$ cat src/rtl/thr_evt_pkg.sv
package thr_evt_pkg;
  localparam int unsigned THR_FIELD_W = 12;

  typedef enum logic [1:0] {
    REL_NE = 2'd0,
    REL_EQ = 2'd1,
    REL_GE = 2'd2,
    REL_LT = 2'd3
  } rel_e;

  typedef struct packed {
    logic [THR_FIELD_W-1:0] thr;
    rel_e                   rel;
    logic                   unit;
    logic                   wide;
  } thr_cfg_t;
endpackage

$ cat src/rtl/thr_evt_cfg.sv
module thr_evt_cfg
  import thr_evt_pkg::*;
#(
  parameter int unsigned THR_MAX = 255,
  parameter bit          HAS_THR = 1'b1
) (
  input  logic                   clk,
  input  logic                   rst,
  input  logic                   wr,
  input  thr_cfg_t               cfg_in,
  output thr_cfg_t               cfg_q,
  output logic                   err_q,
  output logic [THR_FIELD_W-1:0] cap
);
  localparam logic [THR_FIELD_W-1:0] CAP_VAL =
    HAS_THR ? THR_FIELD_W'(THR_MAX) : '0;

  logic refuse;

  assign cap    = CAP_VAL;
  assign refuse = wr && (cfg_in.thr > CAP_VAL);

  always_ff @(posedge clk) begin
    if (rst) begin
      cfg_q <= '{thr: '0, rel: REL_NE, unit: 1'b0, wide: 1'b0};
      err_q <= 1'b0;
    end else begin
      err_q <= refuse;
      if (wr && !refuse) cfg_q <= cfg_in;
    end
  end
endmodule

$ cat src/rtl/thr_evt_gate.sv
module thr_evt_gate
  import thr_evt_pkg::*;
#(
  parameter int unsigned EV_W = 8
) (
  input  thr_cfg_t        cfg,
  input  logic            ev_valid,
  input  logic [EV_W-1:0] ev_data,
  output logic [EV_W-1:0] inc
);
  logic [THR_FIELD_W-1:0] ev_ext;
  logic                   pass;

  assign ev_ext = THR_FIELD_W'(ev_data);

  always_comb begin
    unique case (cfg.rel)
      REL_NE:  pass = (ev_ext != cfg.thr);
      REL_EQ:  pass = (ev_ext == cfg.thr);
      REL_GE:  pass = (ev_ext >= cfg.thr);
      default: pass = (ev_ext <  cfg.thr);
    endcase
  end

  always_comb begin
    inc = '0;
    if (ev_valid) begin
      if (cfg.thr == '0)  inc = ev_data;
      else if (pass)      inc = cfg.unit ? EV_W'(1) : ev_data;
    end
  end
endmodule

$ cat src/rtl/thr_evt_acc.sv
module thr_evt_acc #(
  parameter int unsigned CNT_W    = 64,
  parameter int unsigned NARROW_W = 32,
  parameter int unsigned EV_W     = 8
) (
  input  logic             clk,
  input  logic             rst,
  input  logic             wide,
  input  logic [EV_W-1:0]  inc,
  input  logic             ovf_clr,
  output logic [CNT_W-1:0] cnt,
  output logic             ovf
);
  localparam int unsigned UPPER_W = CNT_W - NARROW_W;

  logic [CNT_W:0]    sum_w;
  logic [NARROW_W:0] sum_n;
  logic [CNT_W-1:0]  nxt;
  logic              carry;

  assign sum_w = {1'b0, cnt} + (CNT_W+1)'(inc);
  assign sum_n = {1'b0, cnt[NARROW_W-1:0]} + (NARROW_W+1)'(inc);

  always_comb begin
    if (wide) begin
      nxt   = sum_w[CNT_W-1:0];
      carry = sum_w[CNT_W];
    end else begin
      nxt   = {{UPPER_W{1'b0}}, sum_n[NARROW_W-1:0]};
      carry = sum_n[NARROW_W];
    end
  end

  always_ff @(posedge clk) begin
    if (rst) begin
      cnt <= '0;
      ovf <= 1'b0;
    end else begin
      cnt <= nxt;
      if (carry)        ovf <= 1'b1;
      else if (ovf_clr) ovf <= 1'b0;
    end
  end
endmodule

$ cat src/rtl/thr_evt_counter.sv
module thr_evt_counter
  import thr_evt_pkg::*;
#(
  parameter int unsigned EV_W     = 8,
  parameter int unsigned CNT_W    = 64,
  parameter int unsigned NARROW_W = 32,
  parameter int unsigned THR_MAX  = 255,
  parameter bit          HAS_THR  = 1'b1
) (
  input  logic                   clk,
  input  logic                   rst,
  input  logic                   ev_valid,
  output logic                   ev_ready,
  input  logic [EV_W-1:0]        ev_data,
  input  logic                   cfg_wr,
  input  logic [THR_FIELD_W-1:0] cfg_thr,
  input  logic [1:0]             cfg_cmp,
  input  logic                   cfg_unit,
  input  logic                   cfg_wide,
  output logic                   cfg_err,
  output logic [THR_FIELD_W-1:0] thr_cap,
  input  logic                   ovf_clr,
  output logic [CNT_W-1:0]       count_q,
  output logic                   ovf_q
);
  localparam int unsigned UPPER_W = CNT_W - NARROW_W;

  thr_cfg_t        cfg_in, cfg_q;
  logic [EV_W-1:0] inc;
  logic [CNT_W-1:0] acc_cnt;

  assign ev_ready = 1'b1;
  assign cfg_in   = '{thr: cfg_thr, rel: rel_e'(cfg_cmp), unit: cfg_unit, wide: cfg_wide};

  thr_evt_cfg #(.THR_MAX(THR_MAX), .HAS_THR(HAS_THR)) u_cfg (
    .clk(clk), .rst(rst), .wr(cfg_wr), .cfg_in(cfg_in),
    .cfg_q(cfg_q), .err_q(cfg_err), .cap(thr_cap)
  );

  thr_evt_gate #(.EV_W(EV_W)) u_gate (
    .cfg(cfg_q), .ev_valid(ev_valid), .ev_data(ev_data), .inc(inc)
  );

  thr_evt_acc #(.CNT_W(CNT_W), .NARROW_W(NARROW_W), .EV_W(EV_W)) u_acc (
    .clk(clk), .rst(rst), .wide(cfg_q.wide), .inc(inc),
    .ovf_clr(ovf_clr), .cnt(acc_cnt), .ovf(ovf_q)
  );

  assign count_q = cfg_q.wide ? acc_cnt : {{UPPER_W{1'b0}}, acc_cnt[NARROW_W-1:0]};
endmodule

$ cat config.mk
export PLATFORM = sky130hd
export DESIGN_NAME = thr_evt_counter
export DESIGN_NICKNAME = d
export VERILOG_FILES = /design/src/rtl/thr_evt_pkg.sv /design/src/rtl/thr_evt_cfg.sv /design/src/rtl/thr_evt_gate.sv /design/src/rtl/thr_evt_acc.sv /design/src/rtl/thr_evt_counter.sv
export SDC_FILE = /design/constraint.sdc
export NUM_CORES = 1
export LEC_CHECK = 0
export BUFFER_PORTS_ARGS = -buffer_cell sky130_fd_sc_hd__buf_2
export CORE_MARGIN = 2
export CORE_UTILIZATION = 40
export CTS_CLUSTER_DIAMETER = 120
export CTS_CLUSTER_SIZE = 30
export DETAILED_ROUTE_END_ITERATION = 8
export SYNTH_ARGS = -nofsm -noshare
export SYNTH_HDL_FRONTEND = slang
export SYNTH_SLANG_ARGS = --single-unit
$ cat constraint.sdc
create_clock -name clk -period 7.2 [get_ports clk]
set_clock_uncertainty 0.05 [all_clocks]
set_input_delay 1.8 -clock clk [delete_from_list [all_inputs] [get_ports clk]]
set_output_delay 1.8 -clock clk [all_outputs]
set_load 0.02 [all_outputs]
---- Yosys cells after proc, flatten, opt, wreduce, memory -nomap -nowiden ----
Index checks and enable logic that the tools add are counted.
word-level totals
  register bits after elaboration ......... 82
  input port bits ......................... 29
  output and inout bits ................... 79
  logic and storage cells ................. 35
cells by class
  $add $sub $neg .......................... 2
  $lt $le $gt $ge ......................... 3
  eq/ne operators ......................... 4
  muxes and demuxes ....................... 10
  bitwise logic cells ..................... 1
  reduce and logical (&&, ||, !) cells .... 7
operators with widths
  operator                                              count
  adder 64 x 8 -> 65 bit                                1
  2-to-1 mux 64 bit                                     1
  adder 32 x 8 -> 33 bit                                1
  2-to-1 mux 32 bit                                     1
  2-to-1 mux 8 bit                                      4
  == test 8 x 12 -> 1 bit                               1
  greater-or-equal comparator 8 x 12 -> 1 bit           1
  > comparator 12 x 8 -> 1 bit (second input constant)  1
  logical NOT 12 bit                                    1
  < comparator 8 x 12 -> 1 bit                          1
  != test 8 x 12 -> 1 bit                               1
  2-to-1 mux 1 bit                                      3
  one-hot mux 1 bit (3 select lines)                    1
  == test 2 x 1 -> 1 bit (second input constant)        1
  == test 2 bit (second input constant)                 1
  logical AND 1 bit                                     2
  logical NOT 2 bit                                     1
  nonzero test 2 bit                                    1
  OR reduction 2 bit                                    1
  logical NOT 1 bit                                     1
  NOT 1 bit                                             1

---- Depth between registers and ports, before layout ----
  word-level depth ........................ 8
  gate-level depth with buffers ........... 20
  gate-level depth less buffers ........... 17

---- By module ----
Synthesis repeated with hierarchy kept, for this count alone.
unflattened totals
  cells, all modules ...................... 555
  area total of the unflattened synthesis .. 4795.8 um^2
modules (own cells, without submodules)
  module           times used  cells an instance  area an instance (um^2)  seq. area each (um^2)
  thr_evt_acc      1           380                3339.5                   1301.2
  thr_evt_cfg      1           81                 804.5                    340.3
  thr_evt_gate     1           57                 385.4                    0.0
  thr_evt_counter  1           37                 266.5                    0.0

---- Worst setup path after synthesis ----
OpenSTA, ideal clock, no wires.
  path type ............................... input port to flip-flop
  start point ............................. in ev_data[7]
  end point ............................... reg u_acc.cnt[36]
  arrival time ............................ 5.451 ns
  data required time ...................... 7.022 ns
  setup slack ............................. 1.572 ns
  stages .................................. 16
  cells stage by stage .................... ha_1 -> nand2_1 -> or4_4 -> nor3b_1 -> o211a_1 -> buf_6 -> or3_1 -> fa_1 -> nand2b_1 -> a21o_1 -> a211o_1 -> clkbuf_1 -> clkbuf_1 -> nor4_1 -> xnor2_1 -> nor2_1
between the ends
  longest elaborated chain between the ends .. 6
  elaborated cells between the ends (all ways) .. 10
  those cells by class .................... add/sub: 1; order compare: 2; eq/ne: 2; mux: 5
ends and longest elaborated chain
  element                                                     line                   text
  from (decl)                                                 thr_evt_counter.sv:14  input logic [EV_W-1:0] ev_data,
  < comparator 8 x 12 -> 1 bit, or another cell as far along  thr_evt_gate.sv:21     default: pass = (ev_ext < cfg.thr);
  one-hot mux 1 bit (3 select lines)                          thr_evt_gate.sv:17     unique case (cfg.rel)
  2-to-1 mux 8 bit                                            thr_evt_gate.sv:29     else if (pass) inc = cfg.unit ? EV_W'(1) : ev_data;
  2-to-1 mux 8 bit *                                          thr_evt_gate.sv:28     if (cfg.thr == '0) inc = ev_data;
  2-to-1 mux 8 bit *                                          thr_evt_gate.sv:27     if (ev_valid) begin
  adder 64 x 8 -> 65 bit *                                    thr_evt_acc.sv:21      assign sum_w = {1'b0, cnt} + (CNT_W+1)'(inc);
  to (signal assigned)                                        thr_evt_acc.sv:39      cnt <= nxt;
  to (decl)                                                   thr_evt_acc.sv:11      output logic [CNT_W-1:0] cnt,
Every way passes the cells marked *; elsewhere a longest branch is shown, timed or not.
A chain may end at the register's enable or synchronous reset.

---- Worst setup path in the final report ----
  start point ............................. in ev_data[7]
  end point ............................... reg u_acc.cnt[58]
The elaborated chain is that of the path after synthesis.

==> key figures <==
Run status
  – Outcome: finished with violations
  – Failing checks: DRC

Drt
  – DRT iter0 DRCs: 235
  – Top Layer Used: met4
  – Drt total wl: 11400 um
  – Detailed-router iteration count before antenna repair: 6
  – Metal3 WL: 597 um
  – Vias/cell: 5.25
  – Vias: 4154
  – Detailed-route DRC error count: 9
  – Antenna Nets Post-Route: 0
  – WL per Instance: 14.4 um
  – M1 WL: 5320 um
  – Met2 WL: 5180 um

GRT
  – GRT Util Overall: 18.3%
  – Gr ovfl total: 0
  – Pin count of the biggest net entering global routing: 54
  – Initial antenna violation count: 0
  – Number of global-route vias before repair: 3938
  – First-pass GRT wire length: 18900 um

Setup path
  – Critical path class: input pin to flip-flop
  – Crit path from: ev_data[7]
  – Worst Path Arrival: 5.94 ns
  – FF-to-FF setup slack: 2.54 ns
  – CP Capture Type: flip-flop
  – Worst-path maximum fanout: 9
  – Reg-to-Reg End: u_acc.cnt[58]
  – Worst Path Required: 7.42 ns
  – Reg2Reg Launch Point: u_cfg.cfg_q[14]
  – Critical Path End: u_acc.cnt[58]
  – Register-to-Register Path Depth: 14
  – Crit path launch type: input pin

Floorplan
  – Die area: 12800 um2
  – I/O pin count: 108
  – Initial Util: 41.3%
  – Die height: 113 um
  – Row cnt: 39
  – Die width: 113 um
  – Floorplan Core Area: 11500 um2

Power
  – Max IR drop VDD: 0.0900 mV
  – Leakage power: 2.18 nW
  – Flop pwr share: 44.7%
  – P per Cell Area: 196 nW/um2
  – Psw: 0.246 mW
  – Power share of the clock group: 46.3%
  – Switching Fraction: 23.4%
  – Power share of the combinational group: 9.0%
  – Int Power: 0.805 mW

Clock tree
  – H-tree depth: 3
  – CTS resizes: 0
  – CTS tree: done
  – Clk_lat worst skew: 0.34 ns
  – CTS Buf Count: 9
  – CTS root buf: clkbuf_16
  – CTS Sinks: 82
  – Post-CTS Repair Setup Buffers: 0
  – Clock-pin slew on the worst setup and hold paths: 0.06 ns
  – Clk buf depth: 2
  – Hold-fix buffers at CTS: 0

Yosys
  – Synth area leader: dfxtp_1
  – Syn_area_per_cell: 8.02 um2
  – Post-Synthesis Cells: 593
  – EDFF count, synth: 0
  – Synth top area share: 34.5%
  – Seq/Total Area, Yosys: 34.5%
  – Prevailing post-synth register cell: dfxtp_1
  – Yosys cell types: 45
  – Post-synthesis register bit count: 82
  – Ys async rst share: 0%
  – Post-Syn Area: 4750 um2
  – Synthesis warning total: 0
  – Top cells by area, synth: dfxtp_1 (35%), buf_4 (7.1%), and2_1 (6.1%)

STA
  – Final hold violation count: 0
  – Fin Setup TNS: 0 ns
  – Final period util: 79.5%
  – RSZ-0062 raised after global routing: no
  – Slew headroom: 36.5%
  – Maximum clock rate: 175 MHz
  – Final setup viols: 0
  – Slew @ Worst Pin: 0.951 ns
  – Period minus WS final: 5.72 ns
  – Max-slew violations: 0
  – Hold slack: 0.415 ns

Place
  – IO Port Bufs: 94
  – Dpl hpwl: 8280 um
  – Placer congestion estimate: 0.842

Cells and area
  – Number of inserted diodes: 0
  – Layout cells sized above 1: 18.4%
  – Final net count: 689
  – Layout filler cell count: 1125
  – P&R area growth vs syn: 12.6%

Flow run
  – Max-Cap Viols: 0

Worst hold path
  – Min-delay src: u_cfg.cfg_q[12]
  – Tightest Hold Check Type: flip-flop to flip-flop
[cells by family (layout without fill, tap and decap cells)]
family	Yosys count	after routing	synth area share [%]
DFF	82	82	34.5
AOI/OAI and AO/OA	81	81	11.3
adders and majority gates	17	17	4.63
other	2	13	0.158
buffers and inverters	86	130	10.5
muxes	2	2	0.447
and+or+nand+nor	274	274	29.4
xor gates and xnor gates	49	49	9.03
[how the worst min path moves through the flow]
stage,to,slack [ns],cells past startpoint
2_1_floorplan,u_cfg.cfg_q[13],0.38,1
3_3_place_gp,u_cfg.cfg_q[15],0.40,1
3_5_place_dp,u_cfg.cfg_q[12],0.40,1
4_1_cts,u_cfg.cfg_q[12],0.42,1
5_1_grt,u_cfg.cfg_q[12],0.44,1
6_report,u_cfg.cfg_q[12],0.41,1
[final cells by class]
cell class / count / area (um2) / area share (%)
multi-input combinational: 436 / 2660 / 49.6
sequential: 82 / 1640 / 30.7
timing repair buffer: 98 / 500 / 9.35
clock buffer: 15 / 288 / 5.38
tap: 143 / 179 / 3.34
inverter: 16 / 60.1 / 1.12
clock inverter: 1 / 30.0 / 0.561
[cells in the mapped netlist, types with 2 or more instances]
| cell | n |
|---|---|
| a211o_1 | 2 |
| nand2_1 | 60 |
| inv_1 | 16 |
| o31ai_1 | 5 |
| xnor2_1 | 23 |
| a31oi_1 | 2 |
| ha_1 | 16 |
| nor3_1 | 17 |
| and3_1 | 11 |
| nor2_1 | 70 |
| a211oi_1 | 4 |
| dfxtp_1 | 82 |
| clkbuf_1 | 24 |
| a21o_1 | 4 |
| or3_1 | 6 |
| buf_4 | 45 |
| o211ai_1 | 6 |
| nor4_1 | 11 |
| conb_1 | 2 |
| and4_1 | 6 |
| nand4b_1 | 2 |
| o2111ai_1 | 9 |
| nand2b_1 | 5 |
| nor2b_1 | 4 |
| nor3b_1 | 3 |
| nand3_1 | 11 |
| a21oi_1 | 31 |
| nand4_1 | 13 |
| and2_1 | 46 |
| o21ai_0 | 10 |
| or4_1 | 6 |
| o21a_1 | 2 |
| xor2_1 | 26 |
| or4_4 | 2 |
[registers in the layout, summed over array words and instances (netlist names)]
| signal | cells |
|---|---|
| u_cfg.err_q | 1 |
| u_cfg.cfg_q | 16 |
| u_acc.cnt | 64 |
| u_acc.ovf | 1 |
[through the flow]
step                setup WS [ns]  cells  utilization (%)  cell area, um2  total power [mW]
floorplan                    1.57    604                -            4800             0.562
global placement             1.31    775             43.7            5040             0.573
detailed placement           1.17    775             43.7            5040             0.575
CTS                          1.49    791             46.5            5350              1.06
global route                 1.09    791             46.5            5350              1.10
finish                       1.48    791             46.5            5350              1.05
[layer usage]
metal  vias to the layer above  global-route usage (%)
li1                       2082                       -
met2                       117                    28.3
met4                         0                    7.64
met1                      1932                    25.4
met3                        23                    2.89
met5                         -                       0
[placed cells by master, fill, tap and decap left out, types with 2 or more instances in the layout]
master     instances
a31oi_1            2
nor3b_1            3
o31ai_1            5
nand2_1           60
a211oi_1           4
nand4_1           13
buf_2             94
dfxtp_1           82
conb_1            13
o21ai_0           10
clkbuf_1           2
a21o_1             4
inv_1             16
xor2_1            26
ha_1              16
nor2_1            70
clkbuf_16          9
and4_1             6
clkbuf_8           4
a211o_1            2
a21oi_1           31
nor4_1            11
nand2b_1           5
o211ai_1           6
or4_1              6
or4_4              2
and3_1            11
nand4b_1           2
nor3_1            17
o2111ai_1          9
nor2b_1            4
and2_1            46
xnor2_1           23
buf_4              4
o21a_1             2
nand3_1           11
or3_1              6
[power groups by stage]
| stage | clock network (mW) | registers [mW] | logic (mW) |
|---|---|---|---|
| floorplan | 0 | 0.477 | 0.0847 |
| global placement | 0 | 0.480 | 0.0939 |
| detailed placement | 0 | 0.480 | 0.0950 |
| CTS | 0.497 | 0.470 | 0.0952 |
| global route | 0.520 | 0.471 | 0.107 |
| finish | 0.487 | 0.470 | 0.0950 |
[critical path, cell delays in order]
cell,delay [ns]
buf_2,0.11
ha_1,0.29
nand2_1,0.09
or4_4,0.53
nor3b_1,0.15
o211a_1,0.33
a211oi_1,0.24
ha_1,0.21
inv_1,0.05
fa_1,0.38
nand2b_1,0.17
a21o_1,0.21
a211oi_1,0.50
nand4_1,0.26
or4_1,0.46
a21oi_1,0.15
(Power assumes the default switching activity.)
